## src/rtl/sfs_pkg.sv

```systemverilog
package sfs_pkg;

   // Edge pulses produced for one synchronised serial signal
   typedef struct packed {
      logic rise;
      logic fall;
   } sfs_edge_t;

   // Bits needed to count from 0 up to and including w
   function automatic int unsigned sfs_count_bits(input int unsigned w);
      return $clog2(w + 1);
   endfunction

endpackage

```

## src/rtl/sfs_sync.sv

```systemverilog
// Multi-stage synchroniser for one asynchronous input.
module sfs_sync #(
   parameter int unsigned STAGES  = 2,
   parameter bit          RST_VAL = 1'b0
) (
   input  logic clk,
   input  logic rst_n,
   input  logic d,
   output logic q
);
   if (STAGES < 2) begin : g_bad_stages
      $error("sfs_sync: STAGES must be at least 2");
   end

   logic [STAGES-1:0] chain;

   for (genvar s = 0; s < STAGES; s++) begin : g_stage
      if (s == 0) begin : g_first
         always_ff @(posedge clk or negedge rst_n) begin
            if (!rst_n) chain[0] <= RST_VAL;
            else        chain[0] <= d;
         end
      end else begin : g_next
         always_ff @(posedge clk or negedge rst_n) begin
            if (!rst_n) chain[s] <= RST_VAL;
            else        chain[s] <= chain[s-1];
         end
      end
   end

   assign q = chain[STAGES-1];
endmodule

```

## src/rtl/sfs_edge.sv

```systemverilog
// Edge detector on an already synchronised signal; lvl is the delayed copy.
module sfs_edge
   import sfs_pkg::*;
#(
   parameter bit RST_VAL = 1'b0
) (
   input  logic      clk,
   input  logic      rst_n,
   input  logic      d,
   output logic      lvl,
   output sfs_edge_t edg
);
   always_ff @(posedge clk or negedge rst_n) begin
      if (!rst_n) lvl <= RST_VAL;
      else        lvl <= d;
   end

   assign edg.rise = d & ~lvl;
   assign edg.fall = ~d & lvl;
endmodule

```

## src/rtl/sfs_tx.sv

```systemverilog
// Transmit shift register: loaded at frame start, MSB first, fill bit after.
module sfs_tx #(
   parameter int unsigned TX_W = 16,
   parameter bit          FILL = 1'b0
) (
   input  logic            clk,
   input  logic            rst_n,
   input  logic            load,
   input  logic            shift,
   input  logic [TX_W-1:0] par,
   output logic            sout
);
   if (TX_W < 2) begin : g_bad_w
      $error("sfs_tx: TX_W must be at least 2");
   end

   logic [TX_W-1:0] shreg;

   always_ff @(posedge clk or negedge rst_n) begin
      if (!rst_n)     shreg <= '0;
      else if (load)  shreg <= par;
      else if (shift) shreg <= {shreg[TX_W-2:0], FILL};
   end

   assign sout = shreg[TX_W-1];

   AST_TX_LOAD: assert property (@(posedge clk) disable iff (!rst_n)
      load |=> shreg == $past(par));
   AST_TX_HOLD: assert property (@(posedge clk) disable iff (!rst_n)
      (!load && !shift) |=> $stable(shreg));
endmodule

```

## src/rtl/sfs_rx.sv

```systemverilog
// Receive shift register with saturating bit count and frame-end latch.
module sfs_rx #(
   parameter int unsigned RX_W  = 16,
   parameter int unsigned CNT_W = 5
) (
   input  logic             clk,
   input  logic             rst_n,
   input  logic             start,
   input  logic             active,
   input  logic             sample,
   input  logic             bit_in,
   input  logic             finish,
   output logic [RX_W-1:0]  rx_word,
   output logic [CNT_W-1:0] rx_count,
   output logic             rx_overrun,
   output logic             rx_valid
);
   if (RX_W < 2) begin : g_bad_w
      $error("sfs_rx: RX_W must be at least 2");
   end
   if ((1 << CNT_W) <= RX_W) begin : g_bad_cnt
      $error("sfs_rx: CNT_W too narrow for RX_W");
   end

   localparam logic [CNT_W-1:0] FULL = CNT_W'(RX_W);

   logic [RX_W-1:0]  sh;
   logic [CNT_W-1:0] cnt;
   logic             ovf;

   always_ff @(posedge clk or negedge rst_n) begin
      if (!rst_n) begin
         sh  <= '0;
         cnt <= '0;
         ovf <= 1'b0;
      end else if (start) begin
         sh  <= '0;
         cnt <= '0;
         ovf <= 1'b0;
      end else if (sample && active) begin
         sh <= {sh[RX_W-2:0], bit_in};
         if (cnt == FULL) ovf <= 1'b1;
         else             cnt <= cnt + CNT_W'(1);
      end
   end

   always_ff @(posedge clk or negedge rst_n) begin
      if (!rst_n) begin
         rx_word    <= '0;
         rx_count   <= '0;
         rx_overrun <= 1'b0;
         rx_valid   <= 1'b0;
      end else begin
         rx_valid <= finish;
         if (finish) begin
            rx_word    <= sh;
            rx_count   <= cnt;
            rx_overrun <= ovf;
         end
      end
   end

   AST_CNT_STEP: assert property (@(posedge clk) disable iff (!rst_n)
      (sample && active && !start && cnt != FULL) |=> cnt == $past(cnt) + CNT_W'(1));
   AST_OVR_AT_FULL: assert property (@(posedge clk) disable iff (!rst_n)
      ovf |-> cnt == FULL);
   AST_VALID_PULSE: assert property (@(posedge clk) disable iff (!rst_n)
      rx_valid |=> !rx_valid);
   AST_WORD_HOLD: assert property (@(posedge clk) disable iff (!rst_n)
      !finish |=> ($stable(rx_word) && $stable(rx_count)));
endmodule

```

## src/rtl/spi_frame_slave.sv

```systemverilog
// SPI mode-0 slave whose word length is set by the select low period.
module spi_frame_slave
   import sfs_pkg::*;
#(
   parameter  int unsigned RX_W        = 16,
   parameter  int unsigned TX_W        = 16,
   parameter  int unsigned SYNC_STAGES = 2,
   parameter  bit          TX_FILL     = 1'b0,
   localparam int unsigned CNT_W       = sfs_count_bits(RX_W)
) (
   input  logic             clk,
   input  logic             rst_n,
   input  logic             sclk,
   input  logic             mosi,
   input  logic             ss_n,
   output logic             miso,
   output logic             miso_oe,
   input  logic [TX_W-1:0]  tx_word,
   output logic [RX_W-1:0]  rx_word,
   output logic [CNT_W-1:0] rx_count,
   output logic             rx_overrun,
   output logic             rx_valid
);
   logic      sclk_s, mosi_s, ss_s;
   logic      sclk_lvl, ss_lvl;
   sfs_edge_t sclk_e, ss_e;
   logic      selected, tx_bit;

   sfs_sync #(.STAGES(SYNC_STAGES), .RST_VAL(1'b0)) u_sync_sclk (
      .clk(clk), .rst_n(rst_n), .d(sclk), .q(sclk_s));
   sfs_sync #(.STAGES(SYNC_STAGES), .RST_VAL(1'b0)) u_sync_mosi (
      .clk(clk), .rst_n(rst_n), .d(mosi), .q(mosi_s));
   sfs_sync #(.STAGES(SYNC_STAGES), .RST_VAL(1'b1)) u_sync_ss (
      .clk(clk), .rst_n(rst_n), .d(ss_n), .q(ss_s));

   sfs_edge #(.RST_VAL(1'b0)) u_edge_sclk (
      .clk(clk), .rst_n(rst_n), .d(sclk_s), .lvl(sclk_lvl), .edg(sclk_e));
   sfs_edge #(.RST_VAL(1'b1)) u_edge_ss (
      .clk(clk), .rst_n(rst_n), .d(ss_s), .lvl(ss_lvl), .edg(ss_e));

   assign selected = ~ss_lvl;

   sfs_tx #(.TX_W(TX_W), .FILL(TX_FILL)) u_tx (
      .clk(clk), .rst_n(rst_n),
      .load(ss_e.fall),
      .shift(sclk_e.fall & selected),
      .par(tx_word),
      .sout(tx_bit));

   sfs_rx #(.RX_W(RX_W), .CNT_W(CNT_W)) u_rx (
      .clk(clk), .rst_n(rst_n),
      .start(ss_e.fall),
      .active(selected),
      .sample(sclk_e.rise),
      .bit_in(mosi_s),
      .finish(ss_e.rise),
      .rx_word(rx_word), .rx_count(rx_count),
      .rx_overrun(rx_overrun), .rx_valid(rx_valid));

   assign miso_oe = selected;
   assign miso    = selected & tx_bit;

   logic unused_lvl;
   assign unused_lvl = sclk_lvl;

   AST_IDLE_QUIET: assert property (@(posedge clk) disable iff (!rst_n)
      !miso_oe |-> !miso);
   AST_VALID_RELEASED: assert property (@(posedge clk) disable iff (!rst_n)
      rx_valid |-> !miso_oe);
endmodule

```

## config.mk

```make
export PLATFORM = sky130hd
export DESIGN_NAME = spi_frame_slave
export DESIGN_NICKNAME = d
export VERILOG_FILES = /design/src/rtl/sfs_pkg.sv /design/src/rtl/sfs_sync.sv /design/src/rtl/sfs_edge.sv /design/src/rtl/sfs_tx.sv /design/src/rtl/sfs_rx.sv /design/src/rtl/spi_frame_slave.sv
export SDC_FILE = /design/constraint.sdc
export NUM_CORES = 1
export LEC_CHECK = 0
export BUFFER_PORTS_ARGS = -buffer_cell sky130_fd_sc_hd__buf_2
export CORE_MARGIN = 2
export CORE_UTILIZATION = 45
export CTS_CLUSTER_DIAMETER = 60
export DETAILED_ROUTE_END_ITERATION = 16
export PLACE_DENSITY = 0.69
export RECOVER_POWER = 25
export SYNTH_ARGS = -nofsm -noshare
export SYNTH_HDL_FRONTEND = slang
export SYNTH_SLANG_ARGS = --single-unit
```

## constraint.sdc

```tcl
create_clock -name clk -period 4 [get_ports clk]
set_input_delay 0.8 -clock clk [delete_from_list [all_inputs] [get_ports clk]]
set_output_delay 0.8 -clock clk [all_outputs]
set_load 0.01 [all_outputs]
```

==> out/metrics.yaml <==
run_status:
  outcome: "finished, violations left"
  violations: "max-capacitance violations, max-slew violations"
worst_setup_path:
  rr_startpoint: "u_edge_ss.lvl$_DFF_PN1_"
  crit_slowest_cell: "clkbuf_1"
  worstSetupPathType: "primary input to asynchronous set/reset pin"
  worstPathArrival_ps: 2940
  end_kind: "asynchronous set/reset pin"
  critPathMaxStageDelay_ps: 1560
  path_cells: "clkbuf_1 > buf_4"
  worstSetupStartpointType: "primary input"
  path_delay_family: "buffers and inverters"
  required_ps: 4480
  crit_start: "rst_n"
  cp_max_fo: 42
  worstPathBufferInverterCount: 2
power:
  p_leak_nw: 1.77
  pwr-share-seq_pct: 52.2
  p_int_mw: 1.14
  p_clk_share_pct: 40.3
  max-vdd-ir-drop_uv: 216
  switching_share_pct: 22.3
  p_switching_uw: 326
  pwr-share-comb_pct: 7.5
  finalPower_mw: 1.46
  cellPowerDensity_mw_per_mm2: 454
cts:
  cts_hold_buffers: 0
  clk_latency_ps: 330
  h-tree-depth: 3
  cts_buffers: 9
  clkSinkCount: 69
  cts_resized: 0
  clock_path_buffers: 2
  root_buffer: "clkbuf_8"
  clk_pin_slew_ps: 70
  tritoncts: "done"
  post-cts-setup-buffer-count: 0
synth:
  syn-num-nets: 243
  yosysWarnings: 0
  post-synth-top-area-fraction_pct: 60.1
  ys_ff_latch: 69
  yosysUniqueCellTypes: 29
  ys.flop_type: "dfrtp_1"
  synth_area_leaders: "dfrtp_1 60%, mux2_2 8.2%, nand2_1 5.5%"
  syn_inst: 220
  postSynthAreaPerCell_um2: 12.5
  async_flop_share_pct: 100
  yosysTopAreaCell: "dfrtp_1"
  syn_area_mm2: 0.00275
  yosysSeqAreaShare_pct: 62.9
  synth_edf_count: 0
floorplan:
  fp.dieW_um: 82.2
  start_util_pct: 46.4
  design.portCount: 46
  core_mm2: 0.00592
  die-area_mm2: 0.00675
  fp.dieH_um: 82.2
  rows: 28
drt:
  wl_per_cell_um: 13.9
  drt_first_pass_iters: 4
  drc: 0
  wirelength_mm: 4.82
  via_per_inst: 5.20
  antenna_left: 0
  num_vias: 1798
  dr.first_iter.drc_count: 125
worst_hold_path:
  hold_start: "u_sync_sclk.chain[0]$_DFF_PN0_"
  hold_class: "flop to flop"
grt:
  grt_pass1_wl_mm: 7.92
  overflow: 0
  grt_pass1_vias: 1714
  antenna_found_initial: 0
  grt_max_degree: 43
  grt_use_total_pct: 16.0
final_layout:
  fillers: 499
  syn_to_final_growth_pct: 17.1
  final_nets: 289
  drive_gt1_share_pct: 32.5
  n_antenna_cell: 0
sta:
  relSlewSlack_pct: -48.6
  finalHoldViolCount: 0
  tns_ps: 0
  maxSlewViolCount: 43
  finalCriticalPeriod_ps: 2460
  fmax_mhz: 407
  fin_skew_ps: 8.74
  setup_viol: 0
  worst_slew_pin_slew_ps: 2230
  whs_ps: 360
  rsz0062_at_grt: "false"
  period_share_pct: 61.5
placement:
  gp_congestion: 0.678
  io_buffer_count: 45
  dp_hpwl_mm: 3.09
job:
  maxCapViolations: 1
worst register-to-register path: cells and delay by family, from the launching register on:
family | cells | cell delay [ps]
muxes | 1 | 430
DFF | 1 | 620
and+or+nand+nor | 1 | 880
layer usage:
metal / vias to the layer above / global-route usage [%] / share of wire (%) / routed length (um)
li1: 859 / - / - / -
met1: 895 / 21.9 / 47 / 2270
met2: 37 / 23.3 / 46 / 2210
met3: 7 / 4.67 / 4.8 / 232
met4: 0 / 8.00 / 2.1 / 102
met5: - / 0 / 0 / 0
power by group through the flow:
stage          logic (mW)  registers (mW)  clock network [mW]
3_3_place_gp        0.110           0.775                   0
4_1_cts             0.112           0.764               0.607
3_5_place_dp        0.112           0.777                   0
2_1_floorplan      0.0679           0.773                   0
6_report            0.110           0.763               0.590
5_1_grt             0.125           0.768               0.636
registers in the layout (all words and copies together) (netlist names):
signal	count
u_sync_sclk.chain	1
u_rx.cnt	5
u_sync_mosi.chain	1
u_rx.rx_valid	1
u_sync_sclk.q	1
u_sync_ss.chain	1
u_edge_sclk.lvl	1
u_tx.shreg	16
u_rx.rx_word	16
u_rx.ovf	1
u_edge_ss.lvl	1
u_sync_mosi.q	1
u_rx.rx_overrun	1
u_sync_ss.q	1
u_rx.rx_count	5
u_rx.sh	16
synthesized netlist by cell type, drive strengths merged, types with 2 or more instances:
cell type,instances
o21ai,6
nand4,2
nor3b,2
mux2i,4
nand2,40
dfstp,3
a21o,13
a21oi,2
o211ai,2
a22o,13
clkbuf,3
mux2,20
buf,10
dfrtp,66
inv,5
nand2b,2
nor2b,2
ha,2
nor2,2
nand3,16
cells by family after synthesis:
kind of cell / synth area share, %
AO/OA/AOI/OAI: 10.7
adder cells (fa/ha/maj): 0.910
buffers and inverters: 3.64
flip-flops: 62.9
multiplexers: 9.65
AND/OR/NAND/NOR: 12.1
cells in the final DEF, fill, tap and decap left out:
cell,count
nand4_1,2
mux2i_1,4
o211ai_2,1
nand3_1,16
nand3b_1,1
mux2_2,20
clkbuf_1,3
dfrtp_1,66
nor2_1,2
clkbuf_8,9
bufinv_16,2
or3b_4,1
o31ai_1,1
a21oi_1,2
buf_4,3
dfstp_1,1
nor2b_1,2
a22o_1,13
o21ai_0,6
clkinv_2,3
o211ai_1,1
nand2b_1,2
buf_2,44
nor3b_2,1
ha_1,2
dfstp_2,2
a21o_1,13
o41ai_2,1
nand2_1,40
nor3b_4,1
and4bb_1,1
inv_1,5
through the flow:
stage          cell area (um2)  utilization [%]  std cells  worst slack [ps]
2_1_floorplan             2750                -        220              2540
3_3_place_gp              3010             50.9        330              1970
3_5_place_dp              3010             50.9        330              1940
4_1_cts                   3220             54.4        346              1950
5_1_grt                   3220             54.4        346              1080
6_report                  3220             54.4        346              1540
final cells by class:
class                           count  area [um2]  share of cell area, %
Multi-Input combinational cell    133         923                   28.7
Sequential cell                    69        1730                   53.8
Clock inverter                      5        75.1                   2.33
Inverter                            5        18.8                  0.583
Tap cell                           75        93.8                   2.91
Timing Repair Buffer               48         246                   7.66
Clock buffer                       11         131                   4.08
final timing paths:
check                           slack, ps  depth (start not counted)                           end
worst max-delay path                 1540                          2       u_rx.sh[11]$_DFFE_PN0P_
worst min-delay path                  360                          0       u_sync_sclk.q$_DFF_PN0_
worst max register to register       1970                          2  u_rx.rx_word[12]$_DFFE_PN0P_
worst min register to register        360                          0       u_sync_sclk.q$_DFF_PN0_
max in group clk                     1970                          2  u_rx.rx_word[12]$_DFFE_PN0P_
min in group asynchronous            1110                          1   u_rx.rx_word[1]$_DFFE_PN0P_
No activity file was read; power rests on OpenSTA's default activity.
